==> config.mk <==
export PLATFORM = sky130hd
export DESIGN_NAME = mdm_stat_reg
export DESIGN_NICKNAME = d
export VERILOG_FILES = /design/src/rtl/mdm_stat_pkg.sv /design/src/rtl/mdm_ctl_decode.sv /design/src/rtl/mdm_flag_bank.sv /design/src/rtl/mdm_irq_ctl.sv /design/src/rtl/mdm_stat_reg.sv
export SDC_FILE = /design/constraint.sdc
export NUM_CORES = 1
export LEC_CHECK = 0
export CAP_MARGIN = 10
export CORE_UTILIZATION = 33
export DETAILED_ROUTE_END_ITERATION = 6
export PLACE_DENSITY_LB_ADDON = 0.3
export SLEW_MARGIN = 10
export SYNTH_ARGS = -nofsm -noshare
export SYNTH_HDL_FRONTEND = slang
export SYNTH_SLANG_ARGS = --single-unit
==> constraint.sdc <==
create_clock -name clk -period 1.9 [get_ports clk]
set_clock_uncertainty 0.05 [all_clocks]
set_input_delay 0.285 -clock clk [delete_from_list [all_inputs] [get_ports clk]]
set_output_delay 0.285 -clock clk [all_outputs]
set_load 0.005 [all_outputs]
==> src/rtl/mdm_stat_pkg.sv <==
package mdm_stat_pkg;

    localparam int TASK_W = 4;
    localparam int IBW    = 8;
    localparam int IB_LIM = 2;

    localparam logic [TASK_W-1:0] TASK_NULL  = 4'h0;
    localparam logic [TASK_W-1:0] TASK_RESET = 4'h1;
    localparam logic [TASK_W-1:0] TASK_TSO   = 4'h2;

    typedef struct packed {
        logic irq;
        logic bfree;
        logic ibempty;
        logic dibovf;
        logic dqrdy;
        logic rsvd;
        logic crc;
        logic misc;
    } stat_word_t;

    typedef struct packed {
        logic task_clr;
        logic task_rst;
        logic mode_chg;
        logic silent;
    } ctl_t;

    typedef struct packed {
        logic bfree;
        logic ibempty;
        logic dibovf;
    } rise_t;

    function automatic logic task_clears(input logic [TASK_W-1:0] t);
        return !(t == TASK_NULL || t == TASK_RESET || t == TASK_TSO);
    endfunction

endpackage

==> src/rtl/mdm_ctl_decode.sv <==
module mdm_ctl_decode
    import mdm_stat_pkg::*;
#(
    parameter int BITS_W = IBW,
    parameter int LIMIT  = IB_LIM
) (
    input  logic              clk,
    input  logic              rst,
    input  logic              cmd_wr,
    input  logic [TASK_W-1:0] cmd_task,
    input  logic              mode_tx,
    input  logic              mode_psave,
    input  logic [BITS_W-1:0] ilv_bits,
    output ctl_t              ctl,
    output logic              ilv_low,
    output logic              low_edge
);

    logic tx_q, ps_q, low_q;

    always_comb begin
        ilv_low      = (ilv_bits < BITS_W'(LIMIT));
        low_edge     = ilv_low && !low_q;
        ctl.task_rst = cmd_wr && (cmd_task == TASK_RESET);
        ctl.task_clr = cmd_wr && task_clears(cmd_task);
        ctl.mode_chg = (mode_tx != tx_q) || (mode_psave != ps_q);
        ctl.silent   = ctl.task_rst || ctl.mode_chg;
    end

    always_ff @(posedge clk) begin
        if (rst) begin
            tx_q  <= mode_tx;
            ps_q  <= mode_psave;
            low_q <= ilv_low;
        end else begin
            tx_q  <= mode_tx;
            ps_q  <= mode_psave;
            low_q <= ilv_low;
        end
    end

endmodule

==> src/rtl/mdm_flag_bank.sv <==
module mdm_flag_bank
    import mdm_stat_pkg::*;
(
    input  logic  clk,
    input  logic  rst,
    input  ctl_t  ctl,
    input  logic  mode_tx,
    input  logic  ev_tx_ready,
    input  logic  ev_rx_done,
    input  logic  ev_rx_late,
    input  logic  low_edge,
    input  logic  stat_rd,
    output logic  bfree,
    output logic  ibempty,
    output logic  dibovf,
    output rise_t rise
);

    logic ev_set;
    logic bfree_n, ibempty_n, dibovf_n;

    always_comb begin
        ev_set = mode_tx ? ev_tx_ready : ev_rx_done;

        if (ctl.silent)        bfree_n = 1'b1;
        else if (ev_set)       bfree_n = 1'b1;
        else if (ctl.task_clr) bfree_n = 1'b0;
        else                   bfree_n = bfree;

        if (!mode_tx)          ibempty_n = 1'b0;
        else if (ctl.silent)   ibempty_n = 1'b1;
        else if (low_edge)     ibempty_n = 1'b1;
        else if (ctl.task_clr) ibempty_n = 1'b0;
        else                   ibempty_n = ibempty;

        if (mode_tx)           dibovf_n = 1'b0;
        else if (ctl.silent)   dibovf_n = 1'b0;
        else if (ev_rx_late)   dibovf_n = 1'b1;
        else if (stat_rd)      dibovf_n = 1'b0;
        else                   dibovf_n = dibovf;

        rise.bfree   = !ctl.silent && ev_set && !bfree;
        rise.ibempty = mode_tx && !ctl.silent && low_edge && !ibempty;
        rise.dibovf  = !mode_tx && !ctl.silent && ev_rx_late && !dibovf;
    end

    always_ff @(posedge clk) begin
        if (rst) begin
            bfree   <= 1'b1;
            ibempty <= mode_tx;
            dibovf  <= 1'b0;
        end else begin
            bfree   <= bfree_n;
            ibempty <= ibempty_n;
            dibovf  <= dibovf_n;
        end
    end

    // interleave-empty reads 0 after a receive-mode cycle
    a_r4_rx_ib_zero: assert property (@(posedge clk) disable iff (rst)
        !mode_tx |=> !ibempty);

    // overflow reads 0 after a transmit-mode cycle
    a_r5_tx_no_ovf: assert property (@(posedge clk) disable iff (rst)
        mode_tx |=> !dibovf);

    // silent causes always leave buffer-free set
    a_r7_silent_sets: assert property (@(posedge clk) disable iff (rst)
        ctl.silent |=> bfree);

    // a clearing task with no competing set drops buffer-free
    a_r8_task_clears: assert property (@(posedge clk) disable iff (rst)
        (ctl.task_clr && !ctl.silent && !ev_set) |=> !bfree);

endmodule

==> src/rtl/mdm_irq_ctl.sv <==
module mdm_irq_ctl
    import mdm_stat_pkg::*;
(
    input  logic  clk,
    input  logic  rst,
    input  rise_t rise,
    input  logic  dq_flag,
    input  logic  dq_en,
    input  logic  stat_rd,
    input  logic  irq_en,
    output logic  irq,
    output logic  dqrdy,
    output logic  irq_n
);

    logic dq_rise, any_rise;

    always_comb begin
        dq_rise  = dq_flag && !dqrdy && dq_en;
        any_rise = (|rise) || dq_rise;
        irq_n    = !(irq && irq_en);
    end

    always_ff @(posedge clk) begin
        if (rst) begin
            irq   <= 1'b0;
            dqrdy <= 1'b0;
        end else begin
            dqrdy <= dq_flag;
            if (any_rise)     irq <= 1'b1;
            else if (stat_rd) irq <= 1'b0;
        end
    end

    // a read with no coinciding event clears the request
    a_r9_read_clears: assert property (@(posedge clk) disable iff (rst)
        (stat_rd && !any_rise) |=> !irq);

    // the request only rises after a real flag edge
    a_r12_irq_cause: assert property (@(posedge clk) disable iff (rst)
        $rose(irq) |-> $past(any_rise));

    // with dq disabled and no flag edge an idle request stays idle
    a_r6_dq_gated: assert property (@(posedge clk) disable iff (rst)
        (!irq && !dq_en && rise == '0) |=> !irq);

endmodule

==> src/rtl/mdm_stat_reg.sv <==
module mdm_stat_reg
    import mdm_stat_pkg::*;
#(
    parameter int BITS_W = IBW,
    parameter int LIMIT  = IB_LIM
) (
    input  logic              clk,
    input  logic              rst,
    input  logic              stat_rd,
    input  logic              cmd_wr,
    input  logic [TASK_W-1:0] cmd_task,
    input  logic              mode_tx,
    input  logic              mode_psave,
    input  logic              mode_irq_en,
    input  logic              mode_dq_en,
    input  logic              ev_tx_ready,
    input  logic              ev_rx_done,
    input  logic              ev_rx_late,
    input  logic [BITS_W-1:0] ilv_bits,
    input  logic              dq_flag,
    input  logic              crc_flag,
    input  logic              misc_flag,
    output logic [7:0]        status,
    output logic              irq_n,
    output logic              bias_hold
);

    ctl_t       ctl;
    rise_t      rise;
    stat_word_t word;
    logic       ilv_low, low_edge;
    logic       bfree, ibempty, dibovf, irq, dqrdy;
    logic       crc_q, misc_q;

    mdm_ctl_decode #(.BITS_W(BITS_W), .LIMIT(LIMIT)) u_dec (
        .clk(clk), .rst(rst), .cmd_wr(cmd_wr), .cmd_task(cmd_task),
        .mode_tx(mode_tx), .mode_psave(mode_psave), .ilv_bits(ilv_bits),
        .ctl(ctl), .ilv_low(ilv_low), .low_edge(low_edge)
    );

    mdm_flag_bank u_flags (
        .clk(clk), .rst(rst), .ctl(ctl), .mode_tx(mode_tx),
        .ev_tx_ready(ev_tx_ready), .ev_rx_done(ev_rx_done),
        .ev_rx_late(ev_rx_late), .low_edge(low_edge), .stat_rd(stat_rd),
        .bfree(bfree), .ibempty(ibempty), .dibovf(dibovf), .rise(rise)
    );

    mdm_irq_ctl u_irq (
        .clk(clk), .rst(rst), .rise(rise), .dq_flag(dq_flag),
        .dq_en(mode_dq_en), .stat_rd(stat_rd), .irq_en(mode_irq_en),
        .irq(irq), .dqrdy(dqrdy), .irq_n(irq_n)
    );

    always_ff @(posedge clk) begin
        if (rst) begin
            crc_q  <= 1'b0;
            misc_q <= 1'b0;
        end else begin
            crc_q  <= crc_flag;
            misc_q <= misc_flag;
        end
    end

    always_comb begin
        word.irq     = irq;
        word.bfree   = bfree;
        word.ibempty = ibempty;
        word.dibovf  = dibovf;
        word.dqrdy   = dqrdy;
        word.rsvd    = 1'b0;
        word.crc     = crc_q;
        word.misc    = misc_q;
        status       = word;
        bias_hold    = mode_tx && ilv_low;
    end

    // the pin is released whenever the request is clear
    a_r10_pin_idle: assert property (@(posedge clk) disable iff (rst)
        !status[7] |-> irq_n);

endmodule

After elaboration in Yosys (flattened, before gate mapping)
Index checks and enable logic that the tools add are counted.
Widths: inputs -> output; s select.
{"block": "totals", "ff_bits": 10, "in_bits": 26}
{"block": "op_classes", "magnitude_cmp": 1, "n_eq_ne": 5, "muxes": 9, "n_reduce_logical": 35}
{"cell": "$logic_and 1x1->1", "n": 15}
{"cell": "$logic_not 1->1", "n": 9}
{"cell": "$mux 1", "n": 9}
{"cell": "$reduce_or 3->1", "n": 3}
{"cell": "$lt 8x2->1 const B", "n": 1}
{"cell": "$logic_or 1x1->1", "n": 5}
{"cell": "$ne 5x2->1 const B", "n": 1}
{"cell": "$eq 4x1->1 const B", "n": 1}
{"cell": "$eq 4x2->1 const B", "n": 1}
{"cell": "$logic_not 4->1", "n": 1}
{"cell": "$reduce_bool 2->1", "n": 2}
{"cell": "$ne 1x1->1", "n": 2}

Longest topological paths before layout
Gate-level depths: netlist (run 1).
{"block": "depth", "ltp_word": 10, "ltp_mapped": 5, "depth_no_buf": 4}

Modules after synthesis
A second synthesis (run 1) with hierarchy kept.
{"block": "unflattened", "cells_unflattened": 55, "area_unflattened_um2": 515.5}
{"mod": "mdm_flag_bank", "n_inst": 1, "cells_per_inst": 17, "area_each_um2": 160.2, "seq_area_each_um2": 70.1}
{"mod": "mdm_ctl_decode", "n_inst": 1, "cells_per_inst": 16, "area_each_um2": 157.7, "seq_area_each_um2": 60.1}
{"mod": "mdm_stat_reg", "n_inst": 1, "cells_per_inst": 14, "area_each_um2": 122.6, "seq_area_each_um2": 40.0}
{"mod": "mdm_irq_ctl", "n_inst": 1, "cells_per_inst": 8, "area_each_um2": 75.1, "seq_area_each_um2": 40.0}

Least setup slack after synthesis (run 1)
OpenSTA, ideal clock, no wires.
{"block": "synth_timing", "path_type": "in2reg", "startpoint": "in mode_tx", "endpoint": "reg u_flags.ibempty (data pin)", "setup_time_ps": 254, "arrival_time_ps": 1112, "t_required_ps": 1596, "path_slack_ps": 483, "path_stages": 5, "path_buffers": 1, "path_cell_list": "buf_6 -> xnor2_2 -> nand2_1 -> or3_4 -> o21a_1"}
{"block": "synth_via", "elab_chain_cells": 6}
{"item": "start: declaration", "line_no": "mdm_stat_reg.sv:12", "text": "input logic mode_tx,"}
{"item": "$ne 1x1->1", "line_no": "mdm_ctl_decode.sv:26", "text": "ctl.mode_chg = (mode_tx != tx_q) || (mode_psave != ps_q);"}
{"item": "$logic_or 1x1->1", "line_no": "mdm_ctl_decode.sv:26"}
{"item": "$logic_or 1x1->1", "line_no": "mdm_ctl_decode.sv:27", "text": "ctl.silent = ctl.task_rst || ctl.mode_chg;"}
{"item": "$mux 1", "line_no": "mdm_flag_bank.sv:31", "text": "else if (ctl.silent) ibempty_n = 1'b1;"}
{"item": "$mux 1", "line_no": "mdm_flag_bank.sv:30", "text": "if (!mode_tx) ibempty_n = 1'b0;"}
{"item": "$mux 1 *", "line_no": "mdm_flag_bank.sv:48", "text": "if (rst) begin"}
{"item": "end signal: assignment", "line_no": "mdm_flag_bank.sv:50", "text": "ibempty <= mode_tx;"}
{"item": "end signal: assignment", "line_no": "mdm_flag_bank.sv:54", "text": "ibempty <= ibempty_n;"}
{"item": "end: declaration", "line_no": "mdm_flag_bank.sv:14", "text": "output logic ibempty,"}
Mark *: on every way between the ends. The rest lies on a longest branch, timed or not.
A chain may end at the register's enable or synchronous reset.

Worst setup path after layout (run 1)
{"block": "layout_timing", "startpoint": "in ilv_bits[1]", "endpoint": "out bias_hold"}
{"block": "layout_via", "elab_chain_cells": 2}
{"item": "start: declaration", "line_no": "mdm_stat_reg.sv:19", "text": "input logic [BITS_W-1:0] ilv_bits,"}
{"item": "$lt 8x2->1", "line_no": "mdm_ctl_decode.sv:22", "text": "ilv_low = (ilv_bits < BITS_W'(LIMIT));"}
{"item": "$logic_and 1x1->1", "line_no": "mdm_stat_reg.sv:74", "text": "bias_hold = mode_tx && ilv_low;"}
{"item": "end: declaration", "line_no": "mdm_stat_reg.sv:25", "text": "output logic bias_hold"}
Every way passes these cells.

==> reports/results.txt, run 1 <==
Status: finished clean
Switch share: 21.0%
Syn-to-layout area delta: 71.4%
Avg Vias per Cell: 4.64
CP Data Arrival Time: 1.48 ns
Fin nets: 114
Comb power frac: 21.2%
Mapped Avg Cell Area: 9.24 sq um
Psw: 111 uW
Synthesized instance count: 54
Global-route wire length before repair: 1.69 mm
Sequential share of the synthesized area: 42.1%
Max Cap Viol: 0
Hold buffer count at CTS: 0
TritonCTS buffer count: 3
Seq pwr share: 43.2%
Most frequent cells in the layout: clkdlybuf4s50_1 (32), dfxtp_1 (9), nand2_1 (6), buf_4 (5), nor2b_1 (4)
Die height: 40.9 um
# diodes: 0
Final hold violations: 0
DRT antenna net count: 0
Crit path required time: 1.56 ns
Syn_nets: 80
Initial antenna violation count: 0
Wire per inst: 10.3 um
WHS: 0.461 ns
Htree depth: 1
Final setup violation count: 0
Residual DRC: 0
Wirelength, routed: 1.06 mm
Kind of start point of the critical path: primary input
Lkg Pwr: 0.000353 uW
FP Rows: 13
Setup CP Type: in2out
Worst Path Max Fanout: 2
Library cells used by synthesis: 25
Commonest non-fill, non-tap cell in the layout: clkdlybuf4s50_1
Iteration-0 DRC Markers: 8
RSZ-0062 raised after global routing: false
Starting Density: 37.0%
Pre-Repair DR Iteration Count: 4
Detailed-route via count: 473
CP endpoint kind: output port
VDD IR max: 0.380 mV
Max Freq: 552 MHz
Hold Path Class: reg2reg
Final period util: 95.3%
Post-synth top area share: 36.1%
GP Congestion: 0.719
Pwr dens: 620 nW/um^2
I/O pin count: 36
Internal Power: 419 uW
Die W: 40.9 um
Clock root buffer: clkbuf_4
Max Root-Sink Buffers: 2
Syn Std Cell Area: 499 sq um
Total gr overflow: 0
Worst-path clk slew: 0.07 ns
All-Layer GR Usage: 15.2%
TritonCTS sink count: 10
Synth top area cells: dfxtp_1 (36%), buf_4 (12%), edfxtp_1 (6.0%)
Post-synth top area cell: dfxtp_1
Fin. max-slew vios: 0
Synthesized flop and latch total: 10
TritonCTS clock tree: done
Synth warn: 0
Port Buffer Count: 33
Die ar.: 1670 sq um
Fin crit period: 1.81 ns
Hpwl dp: 880 um
Core area: 1350 sq um
TNS Setup: 0 ns
Vias in the first global route: 467
Worst skew pair latency: 0.26 ns
Clk network pwr share: 35.7%
Largest net degree at the start of global routing: 7
Layout cells sized above 1: 14.9%
-- area by class of cell --
type | count | area (sq um)
Tap cell | 15 | 18.8
Timing Repair Buffer | 38 | 367
Multi-Input combinational cell | 33 | 216
Sequential cell | 10 | 210
Clock buffer | 4 | 36.3
Fill cell | 123 | 494
Inverter | 2 | 7.51
-- synth_stat cells, drive strengths merged --
master and number:
buf 9, dfxtp 9, nand2 6, nor2b 4
a21oi 3, nor3 3, inv 2, nor2 2
nor4 2, xnor2 2, a211o 1, and2 1
and3 1, conb 1, edfxtp 1, mux2i 1
nand3 1, nand4b 1, o21a 1, o22ai 1
o32ai 1, or3 1
-- cell families (layout without fill, tap and decap cells) --
logic type / after synthesis / after routing / share of synthesized area (%)
and+or+nand+nor: 22 / 22 / 25.1
xor gates and xnor gates: 2 / 2 / 5.01
DFF: 10 / 10 / 42.1
buffers and inverters: 11 / 44 / 15.8
AOI/OAI and AO/OA: 7 / 7 / 9.27
muxes: 1 / 1 / 2.01
other: 1 / 1 / 0.751
-- worst max-delay path, cell delays in order --
cell and delay, ns:
clkdlybuf4s50_1 0.41, nor4_2 0.33, and3_1 0.22, dlygate4sd2_1 0.23
-- worst paths after layout --
kind | to | start | slack, ns | cells past startpoint
worst min-delay path | u_flags.bfree | u_flags.bfree | 0.46 | 2
worst max register to register | u_flags.ibempty | u_dec.ps_q | 0.56 | 4
worst max-delay path | bias_hold | ilv_bits[1] | 0.09 | 4
worst min register to register | u_flags.bfree | u_flags.bfree | 0.46 | 2
-- state kept, by name, indices dropped and copies added (netlist names) --
register	count
u_dec.ps_q	1
u_dec.low_q	1
u_dec.tx_q	1
u_irq.irq	1
crc_q	1
u_flags.dibovf	1
misc_q	1
u_irq.dqrdy	1
u_flags.bfree	1
u_flags.ibempty	1
-- routing by layer --
layer / track usage [%] / share of wire, %
met1: 16.7 / 44
met2: 27.0 / 49
met3: 3.26 / 7.2
met4: 7.50 / 0
met5: 0 / 0
-- repair_timing --
action | in CTS | in global routing
endpoints found under the setup margin | 1 | 0
buffers inserted | 1 | 0
resized for setup | 2 | 0
-- power groups by stage --
stage                     logic (uW)  registers, uW  clock network [uW]
after floorplan                 45.9            233                   0
after global placement           109            233                   0
after detailed placement         111            234                   0
after CTS                        113            229                 192
after global routing             124            230                 208
final                            112            229                 189
-- metrics by stage --
step	util, %	setup WS (ns)	power [uW]	cells	area (sq um)
after floorplan	-	0.483	279	54	499
final	63.4	0.0892	531	102	856
after global placement	59.8	-0.113	343	97	807
after CTS	63.4	0.128	535	102	856
after detailed placement	59.8	-0.209	345	97	807
after global routing	63.4	0.0299	562	102	856
Note: power is estimated with default switching activity, not from simulation.
==> run 2, diff against run 1 <==
CORE_MARGIN = 2   (was unset)
==> reports/results.txt, run 2 (synthesis gave the netlist of run 1 again) <==
Critical-path cell list: clkdlybuf4s50_1, nor4_2, and3_1, dlygate4sd2_1
Layout fillers: 139
CP startpoint: ilv_bits[1]
CP Depth: 4
Starting Density: 34.3%
Crit-path leading delay family: buffers and inverters
Residual DRC: 0
Setup CP Type: in2out
Final setup violation count: 0
Avg Vias per Cell: 4.54
Internal Power: 421 uW
# diodes: 0
Final hold violations: 0
Pre-Repair DR Iteration Count: 2
Worst reg2reg setup slack: 0.54 ns
End of the critical path: bias_hold
Fin util: 59.5%
Syn-to-layout area delta: 73.2%
Kind of start point of the critical path: primary input
Seq pwr share: 42.9%
RSZ-0062 raised after global routing: false
TritonCTS buffer count: 3
VDD IR max: 0.453 mV
Status: finished clean
Vias in the first global route: 524
Detailed-route via count: 472
TritonCTS clock tree: done
DRT antenna net count: 0
Global-route wire length before repair: 1.99 mm
Htree depth: 1
Layout cells sized above 1: 15.9%
Die height: 42.9 um
Placed instance count: 99
Pwr dens: 616 nW/um^2
CP bufs+invs: 2
Iteration-0 DRC Markers: 1
Switch share: 20.9%
Initial antenna violation count: 0
Core area: 1450 sq um
Worst Path Max Fanout: 2
Die ar.: 1840 sq um
Fin crit period: 1.78 ns
Fin nets: 115
Most frequent cells in the layout: clkdlybuf4s50_1 (32), dfxtp_1 (9), nand2_1 (6), buf_4 (6), nor2b_1 (4)
Max Root-Sink Buffers: 2
Reg2reg path depth: 4
I/O pin count: 36
Wirelength, routed: 1.08 mm
Worst R2R End: u_flags.ibempty
Worst skew pair latency: 0.26 ns
Fin. max-slew vios: 0
Start of the worst register-to-register path: u_dec.tx_q
Max Cap Viol: 0
Finished Layout Cells: 104
GP Congestion: 0.758
Commonest non-fill, non-tap cell in the layout: clkdlybuf4s50_1
Multi-input gate area: 216 sq um
Final period util: 93.8%
Critical Path Max Stage Delay: 0.42 ns
Lkg Pwr: 0.000358 uW
Psw: 111 uW
Die W: 42.9 um
TritonCTS sink count: 10
Register area: 210 sq um
Comb power frac: 21.6%
CP Data Arrival Time: 1.45 ns
Largest net degree at the start of global routing: 7
Critical-path top delay cell: clkdlybuf4s50_1
Wire per inst: 10.3 um
FP Rows: 14
Max Freq: 561 MHz
Hold buffer count at CTS: 0
Clk network pwr share: 35.4%
All-Layer GR Usage: 14.2%
CP endpoint kind: output port
Total gr overflow: 0
Worst-path clk slew: 0.07 ns
Clock root buffer: clkbuf_4
Hold Path Class: reg2reg
Crit path required time: 1.56 ns
Port Buffer Count: 33
[run 2: through the flow]
stage                     cell area [sq um]  TNS [ns]  hold slack (ns)  power (uW)  setup WS (ns)
after global routing                    865         0            0.472         561         0.0220
after detailed placement                816    -0.152            0.452         348         -0.152
after CTS                               865         0            0.460         539          0.134
final                                   865         0            0.455         532          0.118
after global placement                  816    -0.119            0.446         346         -0.119
after floorplan                         499         0            0.263         279          0.483
[run 2: power groups by stage]
stage               combinational [uW]  sequential (uW)  clock (uW)
CTS                                116              229         195
finish                             115              229         189
global placement                   112              233           0
floorplan                         45.9              233           0
global route                       127              230         204
detailed placement                 115              234           0
[run 2: how the worst min path moves through the flow]
stage,startpoint,end,depth (start not counted)
final,u_flags.bfree,u_flags.bfree,2
after global routing,mode_psave,u_dec.ps_q,1
after CTS,u_flags.bfree,u_flags.bfree,2
after detailed placement,u_flags.bfree,u_flags.bfree,2
after global placement,u_flags.bfree,u_flags.bfree,2
after floorplan,mode_psave,u_dec.ps_q,0
[run 2: area by class of cell]
class	instances	area share [%]
clock buffers	4	4.20
inverters	2	0.868
multi-input cells	33	25.0
flip-flops and latches	10	24.3
well taps	16	2.32
repair buffers	39	43.3
[run 2: layer usage]
metal	vias to the layer above	global-route usage, %	routed length (um)
met5	-	0	0
met4	0	7.50	0
met3	0	1.28	54
met2	17	24.8	568
met1	212	16.8	453
li1	243	-	-
[run 2: worst reg2reg max path: stages (launching register included)]
cell     delay (ns)
dfxtp_1        0.35
xnor2_2        0.11
nand2_1        0.08
or3_4          0.34
o21a_1         0.19
[run 2: what timing repair did]
action	4_1_cts	5_1_grt
buffers inserted	1	0
gates resized for setup	2	0
setup endpoints to repair	1	0
==> run 3, diff against run 2 <==
SYNTH_HIERARCHICAL = 1   (was unset)
==> reports/results.txt, run 3 <==
Max Freq: 547 MHz
Worst reg2reg setup slack: 0.48 ns
Wirelength, routed: 1.13 mm
Hold buffer count at CTS: 0
Syn_nets: 79
Pwr dens: 608 nW/um^2
Worst skew pair latency: 0.26 ns
VDD IR max: 0.494 mV
Syn Std Cell Area: 508 sq um
Pre-CTS setup slack: -0.427 ns
Iteration-0 DRC Markers: 1
CP Data Arrival Time: 1.92 ns
CP startpoint: cmd_task[1]
Max Cap Viol: 0
Fin crit period: 1.83 ns
DRT antenna net count: 0
Residual DRC: 0
DRT met1 WL: 365 um
CP endpoint kind: flop
Crit path required time: 2.00 ns
RSZ-0062 raised after global routing: false
I/O pin count: 36
Initial antenna violation count: 0
Lkg Pwr: 0.000349 uW
Final hold violations: 0
Starting Density: 34.5%
Setup CP Type: in2reg
Clock root buffer: clkbuf_4
TritonCTS sink count: 10
WL met3: 117 um
Worst Path Max Fanout: 6
Setup bufs post-CTS: 0
Synthesized instance count: 53
Layout cells sized above 1: 16.5%
TritonCTS buffer count: 3
All-Layer GR Usage: 13.6%
Fin. max-slew vios: 0
Port Buffer Count: 33
Wire per inst: 11.2 um
Most frequent cells in the layout: clkdlybuf4s50_1 (29), dfxtp_1 (9), nor2b_1 (5), nor3_1 (4)
Hpwl dp: 916 um
Hold Path Class: in2reg
WHS: 0.261 ns
Total gr overflow: 0
Kind of start point of the critical path: primary input
Max Used Layer: met3
Core area: 1470 sq um
Commonest non-fill, non-tap cell in the layout: clkdlybuf4s50_1
Synth warn: 6
Placed instance count: 97
Max Root-Sink Buffers: 2
Worst R2R End: u_irq/irq
Syn-to-layout area delta: 71.4%
Die W: 43.2 um
Length of routed met2 wiring: 644 um
Largest net degree at the start of global routing: 8
Start of the worst register-to-register path: u_dec/ps_q
Avg Vias per Cell: 4.58
Final period util: 96.3%
Final instance area: 871 sq um
Final setup violation count: 0
Finished Layout Cells: 101
# diodes: 0
Status: finished clean
Global-route wire length before repair: 1.84 mm
FP Rows: 14
Mapped Avg Cell Area: 9.58 sq um
Worst-path clk slew: 0.07 ns
Layout fillers: 129
TritonCTS clock tree: done
Tot Pwr: 530 uW
Fin nets: 112
Die height: 43.2 um
Placed Area: 821 sq um
Detailed-route via count: 463
GP Congestion: 0.670
End of the critical path: u_irq/irq
Vias in the first global route: 488
Worst Slack Setup Final: 0.0712 ns
Reg2reg path depth: 5
Htree depth: 1
Die ar.: 1870 sq um
Pre-Repair DR Iteration Count: 3
[run 3: changes by cell type in the layout (fill, tap and decap cells not counted), moves of 2 or more]
cell / before / now
a21oi_1: 3 / 0
buf_4: 6 / 3
clkdlybuf4s50_1: 32 / 29
dlymetal6s2s_1: 0 / 3
nand2_1: 6 / 2
nand2b_1: 0 / 2
nand3b_1: 0 / 2
nor3_1: 2 / 4
[run 3: per-stage QoR]
step / TNS [ns] / utilization, %
6_report: 0 / 59.2
5_1_grt: 0 / 59.2
4_1_cts: 0 / 58.1
3_5_place_dp: -0.967 / 55.8
3_3_place_gp: -0.812 / 55.8
2_1_floorplan: 0 / -
[run 3: timing repair]
item                       CTS  global route
gates cloned                 0             0
pin swaps                    2             3
setup endpoints to repair    1             2
gates resized for setup      5             4
[run 3: worst max-delay path: stages]
cell	delay, ns
clkdlybuf4s50_1	0.42
or4b_4	0.56
o211ai_4	0.25
nor3_1	0.09
nor3_1	0.21
a31oi_1	0.10
[run 3: area by class of cell]
cell class	instances	area, sq um	area share (%)
repair buffers	36	355	40.8
multi-input cells	34	245	28.2
flip-flops and latches	10	210	24.1
well taps	16	20.0	2.30
clock buffers	4	36.3	4.17
inverters	1	3.75	0.431
[run 3: per-layer routing]
| metal | GRT usage (%) | vias up |
|---|---|---|
| met5 | 0 | - |
| met4 | 1.82 | 0 |
| met3 | 8.09 | 0 |
| met2 | 26.3 | 28 |
| met1 | 11.9 | 196 |
| li1 | - | 239 |
[run 3: worst min path at each step]
stage | slack, ns | cells past startpoint | start | endpoint
floorplan | 0.26 | 0 | mode_psave | u_dec/ps_q
detailed placement | 0.45 | 2 | u_irq/irq | u_irq/irq
global route | 0.26 | 3 | ilv_bits[2] | u_dec/low_q
finish | 0.26 | 3 | ilv_bits[4] | u_dec/low_q
CTS | 0.47 | 2 | u_irq/irq | u_irq/irq
global placement | 0.45 | 2 | u_irq/irq | u_irq/irq
[run 3: power breakdown]
group          switching [uW]  internal (uW)  total [uW]
Combinational            35.5           76.3         112
Sequential               4.72            224         228
Clock                    73.4            116         190
